===== config.mk =====
export PLATFORM = sky130hd
export DESIGN_NAME = tmr_pair
export DESIGN_NICKNAME = d
export VERILOG_FILES = /design/src/rtl/tmr_pkg.sv /design/src/rtl/tmr_prescaler.sv /design/src/rtl/tmr_compare.sv /design/src/rtl/tmr_channel.sv /design/src/rtl/tmr_pair.sv
export SDC_FILE = /design/constraint.sdc
export NUM_CORES = 1
export LEC_CHECK = 0
export BUFFER_PORTS_ARGS = -buffer_cell sky130_fd_sc_hd__buf_2
export CAP_MARGIN = 15
export CELL_PAD_IN_SITES_DETAIL_PLACEMENT = 1
export CELL_PAD_IN_SITES_GLOBAL_PLACEMENT = 1
export CORE_ASPECT_RATIO = 0.7
export CORE_MARGIN = 4
export CORE_UTILIZATION = 49
export CTS_BUF_LIST = sky130_fd_sc_hd__clkbuf_8 sky130_fd_sc_hd__clkbuf_16
export CTS_CLUSTER_SIZE = 12
export DETAILED_ROUTE_END_ITERATION = 8
export PLACE_DENSITY = 0.86
export REMOVE_ABC_BUFFERS = 1
export SLEW_MARGIN = 10
export SYNTH_ARGS = -nofsm -noshare
export SYNTH_HDL_FRONTEND = slang
export SYNTH_HIERARCHICAL = 1
export SYNTH_SLANG_ARGS = --single-unit

===== constraint.sdc =====
create_clock -name clk -period 2.5 [get_ports clk]
set_input_delay 0 -clock clk [delete_from_list [all_inputs] [get_ports clk]]
set_output_delay 0 -clock clk [all_outputs]
set_load 0.02 [all_outputs]

===== src/rtl/tmr_pkg.sv =====
package tmr_pkg;

  localparam int REG_IDX_W = 3;

  localparam logic [REG_IDX_W-1:0] RI_CTRL = 3'd0;
  localparam logic [REG_IDX_W-1:0] RI_STAT = 3'd1;
  localparam logic [REG_IDX_W-1:0] RI_CNT  = 3'd2;
  localparam logic [REG_IDX_W-1:0] RI_CMA  = 3'd3;
  localparam logic [REG_IDX_W-1:0] RI_CMB  = 3'd4;

  typedef enum logic [1:0] {
    OS_KEEP   = 2'b00,
    OS_LOW    = 2'b01,
    OS_HIGH   = 2'b10,
    OS_TOGGLE = 2'b11
  } pin_act_e;

  typedef enum logic [1:0] {
    CLR_NONE = 2'b00,
    CLR_CMA  = 2'b01,
    CLR_CMB  = 2'b10,
    CLR_EXT  = 2'b11
  } clr_mode_e;

  // Next pin level for one output action code.
  function automatic logic apply_pin_act(logic cur, logic [1:0] act);
    case (pin_act_e'(act))
      OS_LOW:    return 1'b0;
      OS_HIGH:   return 1'b1;
      OS_TOGGLE: return ~cur;
      default:   return cur;
    endcase
  endfunction

  // Sticky flag: a hardware set beats an armed software clear.
  function automatic logic sticky_flag(logic flag, logic hw_set, logic sw_wr,
                                       logic armed, logic wbit);
    return hw_set | (flag & ~(sw_wr & armed & ~wbit));
  endfunction

  // Registers that two channels share as one word.
  function automatic logic is_pair_reg(logic [REG_IDX_W-1:0] idx);
    return (idx == RI_CNT) || (idx == RI_CMA) || (idx == RI_CMB);
  endfunction

endpackage


===== src/rtl/tmr_prescaler.sv =====
module tmr_prescaler #(
  parameter int SEL_W = 3
) (
  input  logic                  clk,
  input  logic                  rst_n,
  output logic [(1<<SEL_W)-1:0] tick
);
  localparam int NSEL  = 1 << SEL_W;
  localparam int PRE_W = NSEL - 2;

  logic [PRE_W-1:0] pre_q;

  always_ff @(posedge clk or negedge rst_n) begin
    if (!rst_n) pre_q <= '0;
    else        pre_q <= pre_q + 1'b1;
  end

  // tick[k]: every 2^(k-1) cycles, tick[0] never, tick[1] always
  for (genvar k = 0; k < NSEL; k++) begin : g_tap
    if (k == 0) begin : g_stop
      assign tick[k] = 1'b0;
    end else if (k == 1) begin : g_full
      assign tick[k] = 1'b1;
    end else begin : g_div
      assign tick[k] = &pre_q[k-2:0];
    end
  end

endmodule


===== src/rtl/tmr_compare.sv =====
module tmr_compare #(
  parameter int W = 8
) (
  input  logic         clk,
  input  logic         rst_n,
  input  logic [W-1:0] cnt,
  input  logic [W-1:0] cnst,
  input  logic         wr_hold,
  output logic         match_ev
);
  logic eq_now;
  logic eq_q;

  assign eq_now   = (cnt == cnst) && !wr_hold;
  assign match_ev = eq_now && !eq_q;

  always_ff @(posedge clk or negedge rst_n) begin
    if (!rst_n) eq_q <= 1'b0;
    else        eq_q <= eq_now;
  end

endmodule


===== src/rtl/tmr_channel.sv =====
module tmr_channel
  import tmr_pkg::*;
#(
  parameter int CNT_W = 8,
  parameter int SEL_W = 3
) (
  input  logic                  clk,
  input  logic                  rst_n,
  input  logic [(1<<SEL_W)-1:0] tick_sel,
  input  logic                  ext_clr,
  input  logic                  wr_ctrl,
  input  logic                  wr_stat,
  input  logic                  wr_cnt,
  input  logic                  wr_cma,
  input  logic                  wr_cmb,
  input  logic                  rd_stat,
  input  logic [CNT_W-1:0]      wdata,
  output logic [CNT_W-1:0]      ctrl_rd,
  output logic [CNT_W-1:0]      stat_rd,
  output logic [CNT_W-1:0]      cnt_rd,
  output logic [CNT_W-1:0]      cma_rd,
  output logic [CNT_W-1:0]      cmb_rd,
  output logic                  tmo
);
  localparam int NFLAG   = 3;
  localparam int CLR_LSB = SEL_W;
  localparam int OSA_LSB = NFLAG;
  localparam int OSB_LSB = NFLAG + 2;

  logic [SEL_W-1:0] sel_q;
  logic [1:0]       clr_q;
  logic [1:0]       os_a_q, os_b_q;
  logic [CNT_W-1:0] cnt_q, cma_q, cmb_q;
  logic [NFLAG-1:0] flag_q, arm_q, flag_nx, arm_nx;
  logic             tick, clr_now, ovf_ev, ev_a, ev_b;
  logic [1:0]       cmp_ev;
  logic [CNT_W-1:0] cmp_val [2];
  logic [1:0]       cmp_hold;

  assign tick = tick_sel[sel_q];

  // Two compare units, one per constant register
  assign cmp_val[0] = cma_q;
  assign cmp_val[1] = cmb_q;
  assign cmp_hold   = {wr_cmb, wr_cma};

  for (genvar i = 0; i < 2; i++) begin : g_cmp
    tmr_compare #(.W(CNT_W)) u_cmp (
      .clk      (clk),
      .rst_n    (rst_n),
      .cnt      (cnt_q),
      .cnst     (cmp_val[i]),
      .wr_hold  (cmp_hold[i]),
      .match_ev (cmp_ev[i])
    );
  end

  assign ev_a = cmp_ev[0];
  assign ev_b = cmp_ev[1];

  always_comb begin
    case (clr_mode_e'(clr_q))
      CLR_CMA: clr_now = ev_a;
      CLR_CMB: clr_now = ev_b;
      CLR_EXT: clr_now = ext_clr;
      default: clr_now = 1'b0;
    endcase
  end

  assign ovf_ev = !wr_cnt && !clr_now && tick && (cnt_q == '1);

  // Counter: bus write, then clear, then count
  always_ff @(posedge clk or negedge rst_n) begin
    if (!rst_n)       cnt_q <= '0;
    else if (wr_cnt)  cnt_q <= wdata;
    else if (clr_now) cnt_q <= '0;
    else if (tick)    cnt_q <= cnt_q + 1'b1;
  end

  always_ff @(posedge clk or negedge rst_n) begin
    if (!rst_n) begin
      cma_q <= '1;
      cmb_q <= '1;
    end else begin
      if (wr_cma) cma_q <= wdata;
      if (wr_cmb) cmb_q <= wdata;
    end
  end

  always_ff @(posedge clk or negedge rst_n) begin
    if (!rst_n) begin
      sel_q  <= '0;
      clr_q  <= '0;
      os_a_q <= '0;
      os_b_q <= '0;
    end else begin
      if (wr_ctrl) begin
        sel_q <= wdata[SEL_W-1:0];
        clr_q <= wdata[CLR_LSB+1:CLR_LSB];
      end
      if (wr_stat) begin
        os_a_q <= wdata[OSA_LSB+1:OSA_LSB];
        os_b_q <= wdata[OSB_LSB+1:OSB_LSB];
      end
    end
  end

  // Flags with read-then-write-zero arming
  logic [NFLAG-1:0] hw_set;
  assign hw_set = {ovf_ev, ev_b, ev_a};

  for (genvar f = 0; f < NFLAG; f++) begin : g_flag
    always_comb begin
      flag_nx[f] = sticky_flag(flag_q[f], hw_set[f], wr_stat, arm_q[f], wdata[f]);
      if (!flag_nx[f])                arm_nx[f] = 1'b0;
      else if (wr_stat)               arm_nx[f] = 1'b0;
      else if (rd_stat && flag_q[f])  arm_nx[f] = 1'b1;
      else                            arm_nx[f] = arm_q[f];
    end
  end

  always_ff @(posedge clk or negedge rst_n) begin
    if (!rst_n) begin
      flag_q <= '0;
      arm_q  <= '0;
    end else begin
      flag_q <= flag_nx;
      arm_q  <= arm_nx;
    end
  end

  // Output pin: B event action wins over A
  always_ff @(posedge clk or negedge rst_n) begin
    if (!rst_n)    tmo <= 1'b0;
    else if (ev_b) tmo <= apply_pin_act(tmo, os_b_q);
    else if (ev_a) tmo <= apply_pin_act(tmo, os_a_q);
  end

  assign ctrl_rd = CNT_W'({clr_q, sel_q});
  assign stat_rd = CNT_W'({os_b_q, os_a_q, flag_q});
  assign cnt_rd  = cnt_q;
  assign cma_rd  = cma_q;
  assign cmb_rd  = cmb_q;

  // a bus write lands regardless of clear or count
  a_r6_cnt_write: assert property (@(posedge clk) disable iff (!rst_n)
    wr_cnt |=> cnt_q == $past(wdata));

  // stopped rate holds the counter
  a_r2_stopped: assert property (@(posedge clk) disable iff (!rst_n)
    (sel_q == '0 && !wr_cnt && !clr_now) |=> $stable(cnt_q));

  // wrap by counting sets overflow
  a_r3_ovf_flag: assert property (@(posedge clk) disable iff (!rst_n)
    ovf_ev |=> flag_q[2]);

  // match events set their flags
  a_r4_flag_a: assert property (@(posedge clk) disable iff (!rst_n)
    ev_a |=> flag_q[0]);
  a_r4_flag_b: assert property (@(posedge clk) disable iff (!rst_n)
    ev_b |=> flag_q[1]);

  // clear on match A
  a_r5_clear_a: assert property (@(posedge clk) disable iff (!rst_n)
    (!wr_cnt && clr_q == CLR_CMA && ev_a) |=> cnt_q == '0);

  // writing constant A cannot raise flag A
  a_r7_no_match_on_write: assert property (@(posedge clk) disable iff (!rst_n)
    (wr_cma && !flag_q[0]) |=> !flag_q[0]);

  // output actions and B priority
  a_r8_b_low: assert property (@(posedge clk) disable iff (!rst_n)
    (ev_b && os_b_q == OS_LOW) |=> !tmo);
  a_r8_a_high: assert property (@(posedge clk) disable iff (!rst_n)
    (ev_a && !ev_b && os_a_q == OS_HIGH) |=> tmo);

  // an unarmed write leaves a flag set
  a_r9_clear_needs_arm: assert property (@(posedge clk) disable iff (!rst_n)
    (wr_stat && flag_q[0] && !arm_q[0]) |=> flag_q[0]);

endmodule


===== src/rtl/tmr_pair.sv =====
module tmr_pair
  import tmr_pkg::*;
#(
  parameter int CNT_W = 8,
  parameter int SEL_W = 3
) (
  input  logic                   clk,
  input  logic                   rst_n,
  input  logic                   bus_sel,
  input  logic                   bus_wr,
  input  logic                   bus_word,
  input  logic [REG_IDX_W:0]     bus_addr,
  input  logic [2*CNT_W-1:0]     bus_wdata,
  output logic [2*CNT_W-1:0]     bus_rdata,
  input  logic [1:0]             ext_clr,
  output logic [1:0]             tmo
);
  localparam int NCH    = 2;
  localparam int DATA_W = 2 * CNT_W;
  localparam int NSEL   = 1 << SEL_W;

  logic [REG_IDX_W-1:0] idx;
  logic                 ch_pick, word_op;
  logic [NSEL-1:0]      tick;
  logic [CNT_W-1:0]     rd_byte [NCH];

  assign idx     = bus_addr[REG_IDX_W:1];
  assign ch_pick = bus_addr[0];
  assign word_op = bus_word && is_pair_reg(idx);

  tmr_prescaler #(.SEL_W(SEL_W)) u_pre (
    .clk   (clk),
    .rst_n (rst_n),
    .tick  (tick)
  );

  for (genvar c = 0; c < NCH; c++) begin : g_ch
    logic             hit, wr_go;
    logic [CNT_W-1:0] wd;
    logic [CNT_W-1:0] r_ctrl, r_stat, r_cnt, r_cma, r_cmb;

    assign hit   = bus_sel && (word_op || (ch_pick == c[0]));
    assign wr_go = hit && bus_wr;
    if (c == 0) begin : g_hi
      assign wd = word_op ? bus_wdata[DATA_W-1:CNT_W] : bus_wdata[CNT_W-1:0];
    end else begin : g_lo
      assign wd = bus_wdata[CNT_W-1:0];
    end

    tmr_channel #(.CNT_W(CNT_W), .SEL_W(SEL_W)) u_ch (
      .clk      (clk),
      .rst_n    (rst_n),
      .tick_sel (tick),
      .ext_clr  (ext_clr[c]),
      .wr_ctrl  (wr_go && idx == RI_CTRL),
      .wr_stat  (wr_go && idx == RI_STAT),
      .wr_cnt   (wr_go && idx == RI_CNT),
      .wr_cma   (wr_go && idx == RI_CMA),
      .wr_cmb   (wr_go && idx == RI_CMB),
      .rd_stat  (hit && !bus_wr && idx == RI_STAT),
      .wdata    (wd),
      .ctrl_rd  (r_ctrl),
      .stat_rd  (r_stat),
      .cnt_rd   (r_cnt),
      .cma_rd   (r_cma),
      .cmb_rd   (r_cmb),
      .tmo      (tmo[c])
    );

    always_comb begin
      case (idx)
        RI_CTRL: rd_byte[c] = r_ctrl;
        RI_STAT: rd_byte[c] = r_stat;
        RI_CNT:  rd_byte[c] = r_cnt;
        RI_CMA:  rd_byte[c] = r_cma;
        RI_CMB:  rd_byte[c] = r_cmb;
        default: rd_byte[c] = '0;
      endcase
    end
  end

  assign bus_rdata = word_op ? {rd_byte[0], rd_byte[1]}
                             : {{CNT_W{1'b0}}, rd_byte[ch_pick]};

  // a word read on a paired register carries channel 1 in the low byte
  a_r10_word_low: assert property (@(posedge clk) disable iff (!rst_n)
    (word_op && !bus_wr) |-> bus_rdata[CNT_W-1:0] == rd_byte[1]);

endmodule


==> flow_metrics.tcl, run 1 <==
set metrics [dict create \
    power.leakage_nw 2.87 \
    crit_end "g_ch[0].u_ch/cnt_rd[6]" \
    dr.pass1.iters 5 \
    io-pin-count 45 \
    grt-ovfl-total 0 \
    yosysWarnings 6 \
    end_kind "register" \
    postSynthCellCount 560 \
    start_util_pct 50.6 \
    slew_headroom_pct 54.7 \
    wl_met1_um 8520 \
    num_antenna_cells 0 \
    layout-drive-gt1-share_pct 34.2 \
    grt_pass1_vias 5209 \
    timing.rr.start "u_pre/pre_q[1]" \
    area_growth_pct 15.2 \
    synth.distinct_cells 57 \
    post-synth-top-count-cell "dfrtp_1" \
    worst_slew_pin_slew_ps 679 \
    cts_buffers 9 \
    rrSetupSlack_ps 60 \
    dr_wl_met2_um 8680 \
    hold_violations 0 \
    period_share_pct 97.8 \
    wire_per_inst_um 24.0 \
    syn_area_per_cell_um2 10.7 \
    power_density_nw_per_um2 920 \
    ys_seq_area_share_pct 38.2 \
    post-route-min-period_ps 2440 \
    nFillCells 1293 \
    final_util_pct 58.3 \
    synth_edf_count 0 \
    core_area_um2 11900 \
    synthMuxAreaShare_pct 19.2 \
    cts_sinks 90 \
    max_freq_ghz 0.409 \
    fin_nets 666 \
    cp_data_arrival_time_ps 2670 \
    h-tree-depth 3 \
    synth_adder_area_share_pct 2.71 \
    synth_top_family_by_area "multiplexers" \
    vdd_drop_max_uv 419 \
    synth_top_area_cell "dfrtp_1" \
    totalPowerFinal_mw 6.36 \
    worstHoldPathType "input port to register" \
    antenna_found_initial 0 \
    synth_commonest_cells "58 x dfrtp_1, 56 x mux2_2, 37 x nand2_1, 34 x xnor2_1, 32 x dfstp_2" \
    yosys_register_bits 90 \
    tritoncts "yes" \
    clk_latency_ps 350 \
    drt_wl_total_um 18900 \
    rows 33 \
    drc 0 \
    path_clk_slew_ps 70 \
    synth_compound_area_share_pct 16.3 \
    ant_nets 0 \
    vias 4905 \
    die_y_um 101 \
    synth_xor_area_share_pct 4.96 \
    clockRootBuffer "clkbuf_16" \
    die_area_um2 14100 \
    routed.top_layer "met4" \
    grt_first_pass_wirelength_um 29800 \
    portBuffers 44 \
    grt_max_degree 53 \
    maxCapViolations 0 \
    dp_hpwl_um 13700 \
    skew_ps 6.10 \
    synth.top_cell.area_share_pct 24.2 \
    vias_per_cell 6.22 \
    r2r_cells 8 \
    die_width_um 140 \
    final-max-slew-violation-count 0 \
    met3_wirelength_um 1410 \
    cp-start-kind "register" \
    worstPathRequired_ps 2730 \
    worst-path-max-fanout 7 \
    async_flop_share_pct 100 \
    synth-main-ff-cell "dfrtp_1" \
    path_class "register to register" \
    critPathLaunch "u_pre/pre_q[1]" \
    synthSimpleGateAreaFrac_pct 13.0 \
    rr_endpoint "g_ch[0].u_ch/cnt_rd[6]" \
    synthTopCellsByArea "dfrtp_1 24%, dfstp_2 14%, mux2_2 11%, mux2i_1 5.2%, xnor2_1 5.0%" \
    setup_viol 0 \
    drt-initial-drc-count 402 \
    syn_area_um2 6000 \
    routabilityCongestion 0.932 \
    grt_usage_pct 27.1 \
    status "finished clean" \
    clk_path_buf_depth 2 \
]
-- logic make-up after synthesis --
family / after synthesis
AOI/OAI and AO/OA: 131
xor gates and xnor gates: 34
adders and majority gates: 13
buffers and inverters: 51
DFF: 90
muxes: 97
other: 4
and+or+nand+nor: 140
-- stage by stage --
stage	cell area [um^2]	instances	hold WS (ps)	TNS, ps	worst slack, ps
after floorplan	5740	527	-296	-1910	-301
after global placement	6460	763	52.5	0	171
after detailed placement	6460	763	72.4	0	31.8
after CTS	6890	787	1.65	0	47.5
after global routing	6910	788	45.3	-17.7	-12.5
final	6910	788	15.3	0	55.1
-- state kept, by name (all words and copies together), names as in the netlist --
register	flops
g_ch.u_ch/sel_q	6
g_ch.u_ch/os_a_q	4
g_ch.u_ch/clr_q	4
g_ch.u_ch/os_b_q	4
u_pre/pre_q	6
g_ch.u_ch/tmo	2
g_ch.u_ch/g_cmp.u_cmp/eq_q	4
g_ch.u_ch/cnt_rd	16
g_ch.u_ch/cmb_rd	16
g_ch.u_ch/cma_rd	16
g_ch.u_ch/arm_q	6
g_ch.u_ch/flag_q	6
-- placed cells by master (no fill, tap or decap), drive strengths merged, types with 5 or more instances in the layout --
cell type	instances
nand3	15
buf	79
nand2	39
nor2b	7
inv	14
nand3b	16
mux2	60
dfstp	32
a2bb2oi	12
xnor2	34
ha	13
nor3	7
clkbuf	10
o21ai	31
a22oi	6
and2	5
o22ai	8
a21oi	20
dfrtp	58
nor2	20
nand4	8
mux2i	33
o21a	17
dlygate4sd3	8
nand2b	13
o2bb2ai	5
conb	10
o22a	8
-- timing repair --
action / 4_1_cts / 5_1_grt
gates resized for setup: 0 / 4
setup endpoints to repair: 0 / 14
hold endpoints to repair: 56 / 0
buffers inserted: 0 / 0
hold buffers: 8 / 0
-- worst min-delay path by stage --
stage,start,end,slack (ps),depth (start not counted)
2_1_floorplan,rst_n,g_ch[0].u_ch/arm_q[0],-300,0
3_3_place_gp,rst_n,g_ch[0].u_ch/arm_q[1],50,1
3_5_place_dp,rst_n,g_ch[0].u_ch/flag_q[1],70,1
4_1_cts,bus_wdata[0],g_ch[1].u_ch/cmb_rd[0],2,2
5_1_grt,bus_wdata[0],g_ch[1].u_ch/cmb_rd[0],50,2
6_report,bus_wdata[0],g_ch[1].u_ch/cmb_rd[0],20,2
-- routing by layer --
| metal | vias up | track usage (%) |
|---|---|---|
| met3 | 27 | 6.07 |
| met5 | - | 0 |
| met4 | 0 | 6.63 |
| met2 | 209 | 42.4 |
| li1 | 2164 | - |
| met1 | 2505 | 38.5 |
-- power breakdown --
group	switching, mW	internal [mW]
Clock	0.595	0.977
Combinational	1.15	1.12
Sequential	0.599	1.91
Total	2.35	4.01
-- worst max-delay path, cell delays in order (launching register included) --
cell	delay, ps
dfrtp_1	400
ha_1	240
and3_1	250
ha_1	240
mux4_2	490
mux2i_4	270
buf_8	180
a21boi_0	110
a2bb2oi_2	140
-- final cells by class --
type	count	area [um^2]	share of cell area, %
Tap cell	157	196	2.84
Sequential cell	90	2290	33.2
Clock inverter	7	118	1.70
Timing Repair Buffer	88	636	9.20
Inverter	12	45.0	0.652
Multi-Input combinational cell	425	3400	49.2
Clock buffer	9	225	3.26
Note: power is estimated with default switching activity, not from simulation.
==> run 2, diff against run 1 <==
Settings changed: PLACE_DENSITY 0.86 to 0.84.
==> flow_metrics.tcl, run 2 (same netlist as run 1, synthesis figures left out) <==
set metrics [dict create \
    status "finished clean" \
    hold_violations 0 \
    wire_per_inst_um 24.1 \
    cp_slowest_cell "mux4_2" \
    vias 4907 \
    totalPowerFinal_mw 6.15 \
    start_util_pct 50.6 \
    maxCapViolations 0 \
    worstPathRequired_ps 2740 \
    worst_slew_pin_slew_ps 748 \
    final_common_cell "dfrtp_1" \
    hold_end "g_ch[1].u_ch/cnt_rd[2]" \
    area_growth_pct 14.7 \
    vdd_drop_max_uv 426 \
    power.leakage_nw 2.85 \
    rr_endpoint "g_ch[0].u_ch/arm_q[2]" \
    grt_max_degree 53 \
    path_class "register to register" \
    power_frac_clock_pct 21.9 \
    antenna_found_initial 0 \
    swShare_pct 37.7 \
    rsz0062_at_grt "false" \
    hp-start "bus_wdata[2]" \
    die_width_um 140 \
    timing.rr.start "u_pre/pre_q[0]" \
    drc 0 \
    fin_nets 665 \
    max_freq_ghz 0.412 \
    vias_per_cell 6.24 \
    setup_viol 0 \
    skew_ps 3.98 \
    grt_first_pass_wirelength_um 29900 \
    cp_cell_sequence "ha_2 > and3_4 > and3_1 > mux4_2 > mux2i_4 > clkbuf_16 > o41ai_2 > and2_1" \
    post-route-min-period_ps 2430 \
    period_share_pct 97.0 \
    clk_latency_ps 340 \
    io-pin-count 45 \
    dr.pass1.iters 5 \
    internal_power_mw 3.83 \
    die_area_um2 14100 \
    tritoncts "yes" \
    pwr-share-seq_pct 40.4 \
    core_area_um2 11900 \
    slew_headroom_pct 50.1 \
    clockRootBuffer "clkbuf_16" \
    worst-path-max-fanout 7 \
    drt-initial-drc-count 385 \
    drt_wl_total_um 19000 \
    p_comb_share_pct 37.7 \
    num_antenna_cells 0 \
    end_kind "register" \
    cp_data_arrival_time_ps 2660 \
    cpPeakStageDelay_ps 520 \
    final-max-slew-violation-count 0 \
    rows 33 \
    grt_pass1_vias 5180 \
    dp_hpwl_um 13700 \
    post_cts_buffers 0 \
    fin_tns_setup_ps 0 \
    rrSetupSlack_ps 70 \
    power_density_nw_per_um2 894 \
    portBuffers 44 \
    grt_usage_pct 27.2 \
    hold_depth 3 \
    worstHoldPathType "input port to register" \
    final_util_pct 58.1 \
    layout_common_cells "58 x dfrtp_1, 56 x mux2_2, 43 x buf_2" \
    fin_area_um2 6880 \
    ant_nets 0 \
    cp-start-kind "register" \
    cts_sinks 90 \
    routabilityCongestion 0.884 \
    power.switching_mw 2.32 \
    place_area_um2 6470 \
    layout-drive-gt1-share_pct 34.4 \
    h-tree-depth 3 \
    die_y_um 101 \
    cts_buffers 9 \
    grt-ovfl-total 0 \
    path_clk_slew_ps 60 \
    r2r_cells 8 \
    clk_path_buf_depth 2 \
]
## run 2: how the worst max path moves through the flow
| stage | from | endpoint | cells past startpoint |
|---|---|---|---|
| 4_1_cts | u_pre/pre_q[1] | g_ch[1].u_ch/cnt_rd[6] | 8 |
| 3_3_place_gp | bus_addr[3] | g_ch[1].u_ch/tmo | 12 |
| 5_1_grt | u_pre/pre_q[1] | g_ch[0].u_ch/cnt_rd[6] | 8 |
| 2_1_floorplan | bus_addr[1] | g_ch[1].u_ch/cnt_rd[0] | 10 |
| 3_5_place_dp | bus_addr[3] | g_ch[0].u_ch/arm_q[2] | 11 |
| 6_report | u_pre/pre_q[0] | g_ch[0].u_ch/arm_q[2] | 8 |
## run 2: layout make-up
type,instances,area (um^2)
clock inverters,3,15.0
repair buffers,87,633
flip-flops and latches,90,2290
multi-input cells,425,3420
well taps,157,196
inverters,12,45.0
fillers,1276,4970
clock buffers,13,280
## run 2: per-layer routing
metal  vias up  GRT usage, %  routed length (um)
li1       2167             -                   -
met1      2554          39.0                8920
met2       161          42.3                8500
met3        25          5.97                1290
met4         0          6.03                 267
met5         -             0                   0
## run 2: through the flow
stage	instances	hold slack, ps	setup slack [ps]
final	787	48.1	74.1
after global routing	787	33.2	37.5
after detailed placement	762	40.1	75.3
after global placement	762	26.4	187
after floorplan	527	-296	-301
after CTS	786	7.87	44.0
## run 2: power by group through the flow
stage                     clock [mW]  combinational (mW)  sequential (mW)
after floorplan                    0                1.44             2.35
after global placement             0                2.07             2.45
after detailed placement           0                2.19             2.50
after CTS                       1.37                2.23             2.48
after global routing            1.44                2.47             2.55
final                           1.34                2.32             2.49
## run 2: timing repair
| item | 4_1_cts | 5_1_grt |
|---|---|---|
| gates cloned | 0 | 1 |
| hold buffers | 8 | 0 |
| resized for setup | 1 | 4 |
| endpoints found under the hold margin | 54 | 0 |
| pin swaps | 0 | 0 |
| setup endpoints to repair | 1 | 9 |
## run 2: worst max-delay path: cells and delay by family (launching register included)
family	cells	cell delay, ps
AOI/OAI and AO/OA	1	90
adders and majority gates	1	220
muxes	2	840
DFF	1	390
and+or+nand+nor	3	560
buffers and inverters	1	230
